## config.mk

```make
export PLATFORM = sky130hd
export DESIGN_NAME = mouse_pkt_enc
export DESIGN_NICKNAME = d
export VERILOG_FILES = /design/src/rtl/mpe_pkg.sv /design/src/rtl/mpe_ctrl.sv /design/src/rtl/mpe_datapath.sv /design/src/rtl/mouse_pkt_enc.sv
export SDC_FILE = /design/constraint.sdc
export NUM_CORES = 1
export LEC_CHECK = 0
export BUFFER_PORTS_ARGS = -buffer_cell sky130_fd_sc_hd__buf_4
export CAP_MARGIN = 20
export CELL_PAD_IN_SITES_DETAIL_PLACEMENT = 1
export CELL_PAD_IN_SITES_GLOBAL_PLACEMENT = 1
export CORE_UTILIZATION = 40
export CTS_CLUSTER_DIAMETER = 120
export DETAILED_ROUTE_END_ITERATION = 16
export PLACE_DENSITY = 0.65
export SLEW_MARGIN = 20
export SYNTH_ARGS = -nofsm -noshare
export SYNTH_HDL_FRONTEND = slang
export SYNTH_SLANG_ARGS = --single-unit
export TNS_END_PERCENT = 1
```

## constraint.sdc

```tcl
create_clock -name clk -period 4.76 [get_ports clk]
set_clock_uncertainty 0.15 [all_clocks]
set_input_delay 0.714 -clock clk [delete_from_list [all_inputs] [get_ports clk]]
set_output_delay 0.714 -clock clk [all_outputs]
set_load 0.05 [all_outputs]
```

## src/rtl/mpe_pkg.sv

```systemverilog
package mpe_pkg;
  localparam int PKT_BYTES = 5;
  localparam int SEL_W = 3;

  typedef struct packed {
    logic             load;
    logic             push;
    logic [SEL_W-1:0] sel;
    logic             pop;
    logic             clr;
  } mpeCtrl_t;
endpackage

```

## src/rtl/mpe_ctrl.sv

```systemverilog
module mpe_ctrl
  import mpe_pkg::*;
(
  input  logic     clk,
  input  logic     rst_n,
  input  logic     clear,
  input  logic     evtStrobe,
  input  logic     rdStrobe,
  input  logic     qEmpty,
  input  logic     qFull,
  output mpeCtrl_t ctrl
);
  localparam logic [SEL_W-1:0] LAST_IDX = SEL_W'(PKT_BYTES - 1);

  logic             busy;
  logic [SEL_W-1:0] idx;

  always_ff @(posedge clk or negedge rst_n) begin
    if (!rst_n) begin
      busy <= 1'b0;
      idx  <= '0;
    end else if (clear) begin
      busy <= 1'b0;
      idx  <= '0;
    end else if (!busy) begin
      if (evtStrobe) begin
        busy <= 1'b1;
        idx  <= '0;
      end
    end else if (idx == LAST_IDX) begin
      busy <= 1'b0;
      idx  <= '0;
    end else begin
      idx <= idx + 1'b1;
    end
  end

  always_comb begin
    ctrl.clr  = clear;
    ctrl.load = evtStrobe & ~busy & ~clear;
    ctrl.push = busy & ~qFull & ~clear;
    ctrl.sel  = idx;
    ctrl.pop  = rdStrobe & ~qEmpty & ~clear;
  end
endmodule

```

## src/rtl/mpe_datapath.sv

```systemverilog
module mpe_datapath
  import mpe_pkg::*;
#(
  parameter int DEPTH   = 16,
  parameter int DELTA_W = 10,
  localparam int PTR_W  = (DEPTH > 1) ? $clog2(DEPTH) : 1,
  localparam int CNT_W  = $clog2(DEPTH + 1)
) (
  input  logic                      clk,
  input  logic                      rst_n,
  input  mpeCtrl_t                  ctrl,
  input  logic signed [DELTA_W-1:0] dx,
  input  logic signed [DELTA_W-1:0] dy,
  input  logic                      btnLeft,
  input  logic                      btnMiddle,
  input  logic                      btnRight,
  output logic [7:0]                rdByte,
  output logic                      qEmpty,
  output logic                      qFull,
  output logic [CNT_W-1:0]          qCount
);
  localparam logic [PTR_W-1:0] PTR_LAST = PTR_W'(DEPTH - 1);
  localparam logic [CNT_W-1:0] CNT_FULL = CNT_W'(DEPTH);

  function automatic logic [7:0] clip8(input logic signed [DELTA_W:0] v);
    if (v > 127)       return 8'h7F;
    else if (v < -127) return 8'h81;
    else               return v[7:0];
  endfunction

  logic signed [DELTA_W:0] xWide, yNeg;
  logic [7:0] pktHead, pktX, pktY, pushByte;

  always_comb begin
    xWide = (DELTA_W+1)'(dx);
    yNeg  = -((DELTA_W+1)'(dy));
  end

  always_ff @(posedge clk or negedge rst_n) begin
    if (!rst_n) begin
      pktHead <= 8'h87;
      pktX    <= '0;
      pktY    <= '0;
    end else if (ctrl.load) begin
      pktHead <= 8'h87 ^ {5'b0, btnLeft, btnMiddle, btnRight};
      pktX    <= clip8(xWide);
      pktY    <= clip8(yNeg);
    end
  end

  always_comb begin
    case (ctrl.sel)
      SEL_W'(0): pushByte = pktHead;
      SEL_W'(1): pushByte = pktX;
      SEL_W'(2): pushByte = pktY;
      default:   pushByte = 8'h00;
    endcase
  end

  logic [7:0]       store [DEPTH];
  logic [PTR_W-1:0] wrPtr, rdPtr;

  always_ff @(posedge clk) begin
    if (ctrl.push) store[wrPtr] <= pushByte;
  end

  always_ff @(posedge clk or negedge rst_n) begin
    if (!rst_n) begin
      wrPtr  <= '0;
      rdPtr  <= '0;
      qCount <= '0;
    end else if (ctrl.clr) begin
      wrPtr  <= '0;
      rdPtr  <= '0;
      qCount <= '0;
    end else begin
      if (ctrl.push) wrPtr <= (wrPtr == PTR_LAST) ? '0 : wrPtr + 1'b1;
      if (ctrl.pop)  rdPtr <= (rdPtr == PTR_LAST) ? '0 : rdPtr + 1'b1;
      case ({ctrl.push, ctrl.pop})
        2'b10:   qCount <= qCount + 1'b1;
        2'b01:   qCount <= qCount - 1'b1;
        default: qCount <= qCount;
      endcase
    end
  end

  always_comb begin
    qEmpty = (qCount == '0);
    qFull  = (qCount == CNT_FULL);
    rdByte = qEmpty ? 8'h00 : store[rdPtr];
  end
endmodule

```

## src/rtl/mouse_pkt_enc.sv

```systemverilog
module mouse_pkt_enc
  import mpe_pkg::*;
#(
  parameter int DEPTH   = 16,
  parameter int DELTA_W = 10
) (
  input  logic                      clk,
  input  logic                      rst_n,
  input  logic                      clear,
  input  logic                      evtStrobe,
  input  logic signed [DELTA_W-1:0] dx,
  input  logic signed [DELTA_W-1:0] dy,
  input  logic                      btnLeft,
  input  logic                      btnMiddle,
  input  logic                      btnRight,
  input  logic                      rdStrobe,
  output logic [7:0]                rdByte,
  output logic                      dataAvail
);
  localparam int CNT_W = $clog2(DEPTH + 1);

  mpeCtrl_t         ctrl;
  logic             qEmpty, qFull;
  logic [CNT_W-1:0] qCount;

  mpe_ctrl u_ctrl (
    .clk(clk), .rst_n(rst_n), .clear(clear), .evtStrobe(evtStrobe),
    .rdStrobe(rdStrobe), .qEmpty(qEmpty), .qFull(qFull), .ctrl(ctrl)
  );

  mpe_datapath #(.DEPTH(DEPTH), .DELTA_W(DELTA_W)) u_dp (
    .clk(clk), .rst_n(rst_n), .ctrl(ctrl), .dx(dx), .dy(dy),
    .btnLeft(btnLeft), .btnMiddle(btnMiddle), .btnRight(btnRight),
    .rdByte(rdByte), .qEmpty(qEmpty), .qFull(qFull), .qCount(qCount)
  );

  assign dataAvail = ~qEmpty;
endmodule

```

==> results of run 1 <==
through the flow:
step	hold slack, ns	cells	setup WS, ns	util [%]
CTS	0.112	821	1.12	46.7
global route	0.129	821	0.950	46.7
detailed placement	0.322	789	1.55	43.8
global placement	0.314	789	1.64	43.8
floorplan	0.268	551	1.28	-
finish	0.0937	821	1.09	46.7
report_power, final:
group	switching [mW]	internal (mW)	leakage, nW
Combinational	0.630	0.360	1.04
Sequential	0.0876	1.64	1.60
Clock	0.573	0.673	0.252
path summary, 6_finish.rpt:
path | start | endpoint | cells after the start
setup / recovery | u_dp.rdPtr[2] | rdByte[3] | 5
hold / removal | rst_n | u_dp.pktX[0] | 1
setup reg to reg | u_ctrl.busy | u_dp.store[7][7] | 4
hold reg to reg | u_dp.pktY[6] | u_dp.pktY[6] | 2
max in group asynchronous | rst_n | u_dp.rdPtr[0] | 1
min in group clk | btnLeft | u_dp.pktHead[2] | 2
area by class of cell:
| type | count | share of cell area, % |
|---|---|---|
| Sequential cell | 164 | 56.2 |
| Clock inverter | 13 | 1.18 |
| Tap cell | 229 | 3.39 |
| Inverter | 11 | 0.489 |
| Clock buffer | 19 | 5.12 |
| Multi-Input combinational cell | 343 | 29.7 |
| Timing Repair Buffer | 42 | 3.88 |
cells by family (layout without fill, tap and decap cells):
kind of cell / after synthesis / after routing / share of synthesized area (%)
xor+xnor: 9 / 9 / 1.06
fa+ha+maj: 13 / 13 / 2.19
mux: 50 / 50 / 9.43
flops: 164 / 164 / 63.8
buf+inv: 44 / 85 / 2.40
simple gates: 167 / 167 / 10.9
compound gates: 104 / 104 / 10.2
flip-flops by register name (all words and copies together), names as in the netlist:
signal        count
u_dp.pktX         8
u_dp.pktHead      3
u_ctrl.busy       1
u_dp.qCount       5
u_ctrl.idx        3
u_dp.rdPtr        4
u_dp.store      128
u_dp.wrPtr        4
u_dp.pktY         8
placed cells by master (no fill, tap or decap), types with 4 or more instances in the layout:
cell type,n
mux2i_1,33
nor2b_1,6
or4_1,4
nor2_1,46
nand2b_1,6
ha_1,13
o21ai_0,13
clkbuf_16,17
buf_4,41
nor3_1,14
dfrtp_1,32
o31ai_1,5
nand2_1,56
a22oi_1,5
o22ai_1,9
edfxtp_1,128
xnor2_1,5
clkinvlp_4,4
xor2_1,4
a22o_1,4
mux4_2,16
nand3_1,9
inv_1,10
a211oi_1,9
o221ai_1,17
a21oi_1,17
metal layers:
| layer | track usage, % | vias to the layer above | part of all wire, % |
|---|---|---|---|
| li1 | - | 2178 | - |
| met1 | 25.7 | 2371 | 45 |
| met2 | 33.2 | 91 | 50 |
| met3 | 2.87 | 12 | 3.5 |
| met4 | 7.39 | 0 | 1.2 |
| met5 | 0 | - | 0 |
critical path: stages, from the launching register on:
cell	delay, ns
dfrtp_1	0.72
nand2b_1	0.53
o221ai_1	0.41
o22ai_1	0.14
a211oi_1	0.32
buf_4	0.26
==> out/summary.txt, run 1 <==
RSZ-0062 raised after global routing - no
Die area - 19200 µm²
# DRC - 2
CP endpoint kind - output port
Worst hold path class - in -> async
Core area - 18100 µm²
Status - complete, but fails checks
Final Power - 3.96 mW
Cts bufs inserted - 17
# hold bufs at CTS - 0
ANT cells - 0
Nets - 620
Post-synth top area cell - edfxtp_1
# rows - 49
Post-CTS Setup Inserts - 0
Post-synthesis net count - 592
Final setup viols - 0
WL final - 17.6 mm
H-Tree Depth - 4
Cell Area, Synth - 7440 µm²
Synth top area cells - edfxtp_1 (52%), dfrtp_1 (11%), mux4_2 (4.8%)
Placed instance area - 7920 µm²
CP Class - reg -> out
Ratio of cells with drive above 1 in the final layout - 17.9%
Post-synthesis cell type count - 66
GR Util All Layers - 19.6%
Slew Limit Headroom - 37.4%
Clock Tree Root - clkbuf_16
Post-synth top area share - 51.7%
Top-count cell post-synth - edfxtp_1
Synth-to-Final Area Change - 13.6%
Die W - 138 µm
Global route overflow - 0
YS warnings - 0
Actual slew at the worst max-slew pin - 0.935 ns
Post-DP HPWL - 11.8 mm
Drt via density - 5.67
Pins Over Slew Limit - 0
CTS tree - yes
Resized Gates After CTS - 0
Initial antenna violation count - 0
Crit path time final - 3.67 ns
Crit path launch type - flop
Drt wl/cell - 21.4 µm
Initial Util - 41.1%
Failing checks - DRC
Average size of a mapped cell - 13.5 µm²
Asr flop ratio synth - 22.0%
Gp weighted congestion - 0.796
Max clock buf depth - 2
Worst path required time - 3.90 ns
Port Buffers - 36
Number of flops mapped to enable cells by yosys - 128
Clk Latency, worst-skew pair - 0.43 ns
Main synth FF type - edfxtp_1
Boundary Pins - 37
Tcrit/Tclk final - 77.1%
Vias in the first global route - 4989
Pleak - 2.89 nW
Antenna viol nets, final - 0
Top cells by count, synth - edfxtp_1 (128), nand2_1 (56), nor2_1 (46)
Post-Syn Instances - 551
Multi-input logic area - 2510 µm²
Via count - 4652
Crit-path max FO - 16
Max VDD drop - 256 µV
Max Clk Rate - 273 MHz
Maxcap violations - 0
Worst path arrival time - 2.80 ns
1st-pass router iterations - 10
Register area share after synthesis - 63.8%
Cell Pwr Density - 469 nW/µm²
Fin area - 8450 µm²
Clock slew at reported path FFs - 0.06 ns
Global-route wire length before repair - 28.3 mm
DRT iter0 DRCs - 273
R2R setup slack - 1.60 ns
Flops & latches, synth - 164
Register area - 4750 µm²
TritonCTS Sinks - 164
Hold Violations, Final - 0
Vert. Die Dim - 138 µm
Post-route setup TNS - 0 ns
Filler Cell Count - 1831
Largest net degree at the start of global routing - 41
No activity file was read; power rests on OpenSTA's default activity.
==> run 2: changes to the inputs <==
==> constraint.sdc (replaced) <==
create_clock -name clk -period 3.7 [get_ports clk]
set_clock_uncertainty 0.15 [all_clocks]
set_input_delay 0.555 -clock clk [delete_from_list [all_inputs] [get_ports clk]]
set_output_delay 0.555 -clock clk [all_outputs]
set_load 0.05 [all_outputs]
==> run 2 against run 1 <==
  * The flow still finishes with violations (DRC)
  * Routed wire length down 1.5%
  * Critical path depth rose by 1
  * Via count is the same
  * Core utilization increased by 0.93 points
  * Global-route usage is 0.49 points lower
  * Worst setup slack got worse by 0.74 ns
  * Count of clock-buffer cells in the layout fell by 2
  * Critical path type unchanged
==> out/summary.txt, run 2 (same netlist as run 1, synthesis figures left out) <==
H-Tree Depth - 4 (unchanged)
Boundary Pins - 37 (unchanged)
Most common cell after layout, fill and taps aside - edfxtp_1
Pleak - 3.00 nW (+3.7%)
Post-DP HPWL - 11.8 mm (-0.21%)
RSZ-0062 raised after global routing - no
Global route overflow - 0 (unchanged)
# DRC - 2 (unchanged)
Hold slack - 0.104 ns (+0.0100 ns)
Die W - 138 µm (unchanged)
Actual slew at the worst max-slew pin - 0.818 ns (-0.117 ns)
Clock Tree Root - clkbuf_16
Post-route setup TNS - 0 ns (unchanged)
Max clock buf depth - 2 (unchanged)
Worst hold path class - in -> reg
Fin area - 8620 µm² (+2.0%)
GR Util All Layers - 19.2% (-0.49 points)
# rows - 49 (unchanged)
ANT cells - 0 (unchanged)
Post-CTS Setup Inserts - 0 (unchanged)
Commonest cells after routing, fill and taps aside - edfxtp_1 (128), nand2_1 (56), buf_4 (54)
Crit-path max FO - 16 (unchanged)
Pint - 3.54 mW (+33%)
Antenna viol nets, final - 0 (unchanged)
Vias in the first global route - 4966 (-0.46%)
Clock slew at reported path FFs - 0.07 ns (about the same)
Final setup viols - 0 (unchanged)
Initial antenna violation count - 0 (unchanged)
Placed instance area - 8000 µm² (+0.98%)
Largest net degree at the start of global routing - 37 (-9.8%)
Failing checks - DRC
WL final - 17.3 mm (-1.5%)
Logic gate share of total power - 23.3% (-1.7 points)
CP Class - reg -> out
Non-filler instance count after layout - 834 (+1.6%)
Die area - 19200 µm² (unchanged)
Clock Power Share - 34.0% (+2.6 points)
P_sw - 1.72 mW (+33%)
Via count - 4652 (unchanged)
Crit path time final - 3.34 ns
Max VDD drop - 325 µV (+27%)
Vert. Die Dim - 138 µm (unchanged)
Global-route wire length before repair - 27.4 mm (-3.1%)
Crit path launch type - flop
TritonCTS Sinks - 164 (unchanged)
CTS tree - yes
Drt wl/cell - 20.8 µm (-3.1%)
Tcrit/Tclk final - 90.4%
Maxcap violations - 0 (unchanged)
Sw Share - 32.6% (+0.061 points)
Worst path arrival time - 2.64 ns (-0.16 ns)
Core area - 18100 µm² (unchanged)
Slew Limit Headroom - 45.3% (+7.8 points)
Max Clk Rate - 299 MHz
Cell Pwr Density - 610 nW/µm² (+30%)
Nets - 633 (+2.1%)
Pins Over Slew Limit - 0 (unchanged)
Initial Util - 41.1% (unchanged)
Hold Violations, Final - 0 (unchanged)
Largest regs - u_dp.store: 128 flops, u_dp.pktX: 8 flops, u_dp.pktY: 8 flops
CP endpoint kind - output port
Port Buffers - 36 (unchanged)
Ratio of cells with drive above 1 in the final layout - 19.8% (+1.9 points)
Inst Count DP - 801 (+1.5%)
Status - complete, but fails checks
Reg with most FFs - u_dp.store
Seq pwr share - 42.7% (-0.9 points)
Cts bufs inserted - 17 (unchanged)
Gp weighted congestion - 0.777 (-2.4%)
DRT iter0 DRCs - 255 (-6.6%)
Max FFs per register - 128 (unchanged)
Worst path required time - 2.99 ns (-0.91 ns)
Drt via density - 5.58 (-1.6%)
Synth-to-Final Area Change - 15.9%
Clk Latency, worst-skew pair - 0.43 ns (about the same)
1st-pass router iterations - 12 (+2)
==> run 2: what timing repair did <==
| action | CTS | global route |
|---|---|---|
| hold endpoints to repair | 33 | 0 |
| hold buffers | 1 | 0 |
| endpoints found under the setup margin | 0 | 1 |
| resized for setup | 0 | 1 |
==> run 2: power by group through the flow <==
stage               Combinational, mW  Clock, mW  Sequential, mW
floorplan                       0.955          0            2.18
global route                     1.31       1.90            2.27
finish                           1.22       1.79            2.25
detailed placement               1.24          0            2.29
global placement                 1.19          0            2.28
CTS                              1.24       1.83            2.25
==> run 2: final timing paths <==
check	endpoint	from	depth (start not counted)	slack (ns)
max in group asynchronous	u_dp.rdPtr[0]	rst_n	2	2.53
max	rdByte[4]	u_dp.rdPtr[2]	6	0.36
min in group asynchronous	u_dp.pktX[0]	rst_n	2	0.48
max reg2reg	u_dp.qCount[2]	u_dp.qCount[1]	7	0.92
min	u_dp.pktHead[2]	btnLeft	2	0.10
min reg2reg	u_dp.pktX[1]	u_dp.pktX[1]	2	0.33
==> run 2: critical path: stages, from the launching register on <==
cell	delay (ns)
dfrtp_1	0.77
nand2b_1	0.11
buf_4	0.23
o221ai_1	0.28
o22ai_1	0.13
a211oi_1	0.40
buf_4	0.28
==> run 2: layout make-up <==
type / instances / area [µm²]
fillers: 1801 / 9470
flip-flops and latches: 164 / 4750
multi-input cells: 343 / 2510
clock buffers: 17 / 425
repair buffers: 55 / 415
well taps: 229 / 287
clock inverters: 15 / 186
inverters: 11 / 41.3
==> run 2: stage by stage <==
step                setup slack [ns]  power, mW  utilization, %
floorplan                      0.382       3.14               -
global placement               0.689       3.48            44.2
detailed placement             0.580       3.52            44.2
CTS                            0.101       5.32            47.7
global route                   0.214       5.48            47.7
finish                         0.356       5.26            47.7
==> run 2: routing by layer <==
| layer | up-vias | GRT usage (%) | share of wire (%) |
|---|---|---|---|
| met5 | - | 0 | 0 |
| met4 | 0 | 6.03 | 1.4 |
| met3 | 18 | 3.84 | 2.7 |
| met2 | 73 | 33.8 | 52 |
| met1 | 2361 | 23.6 | 44 |
| li1 | 2200 | - | - |
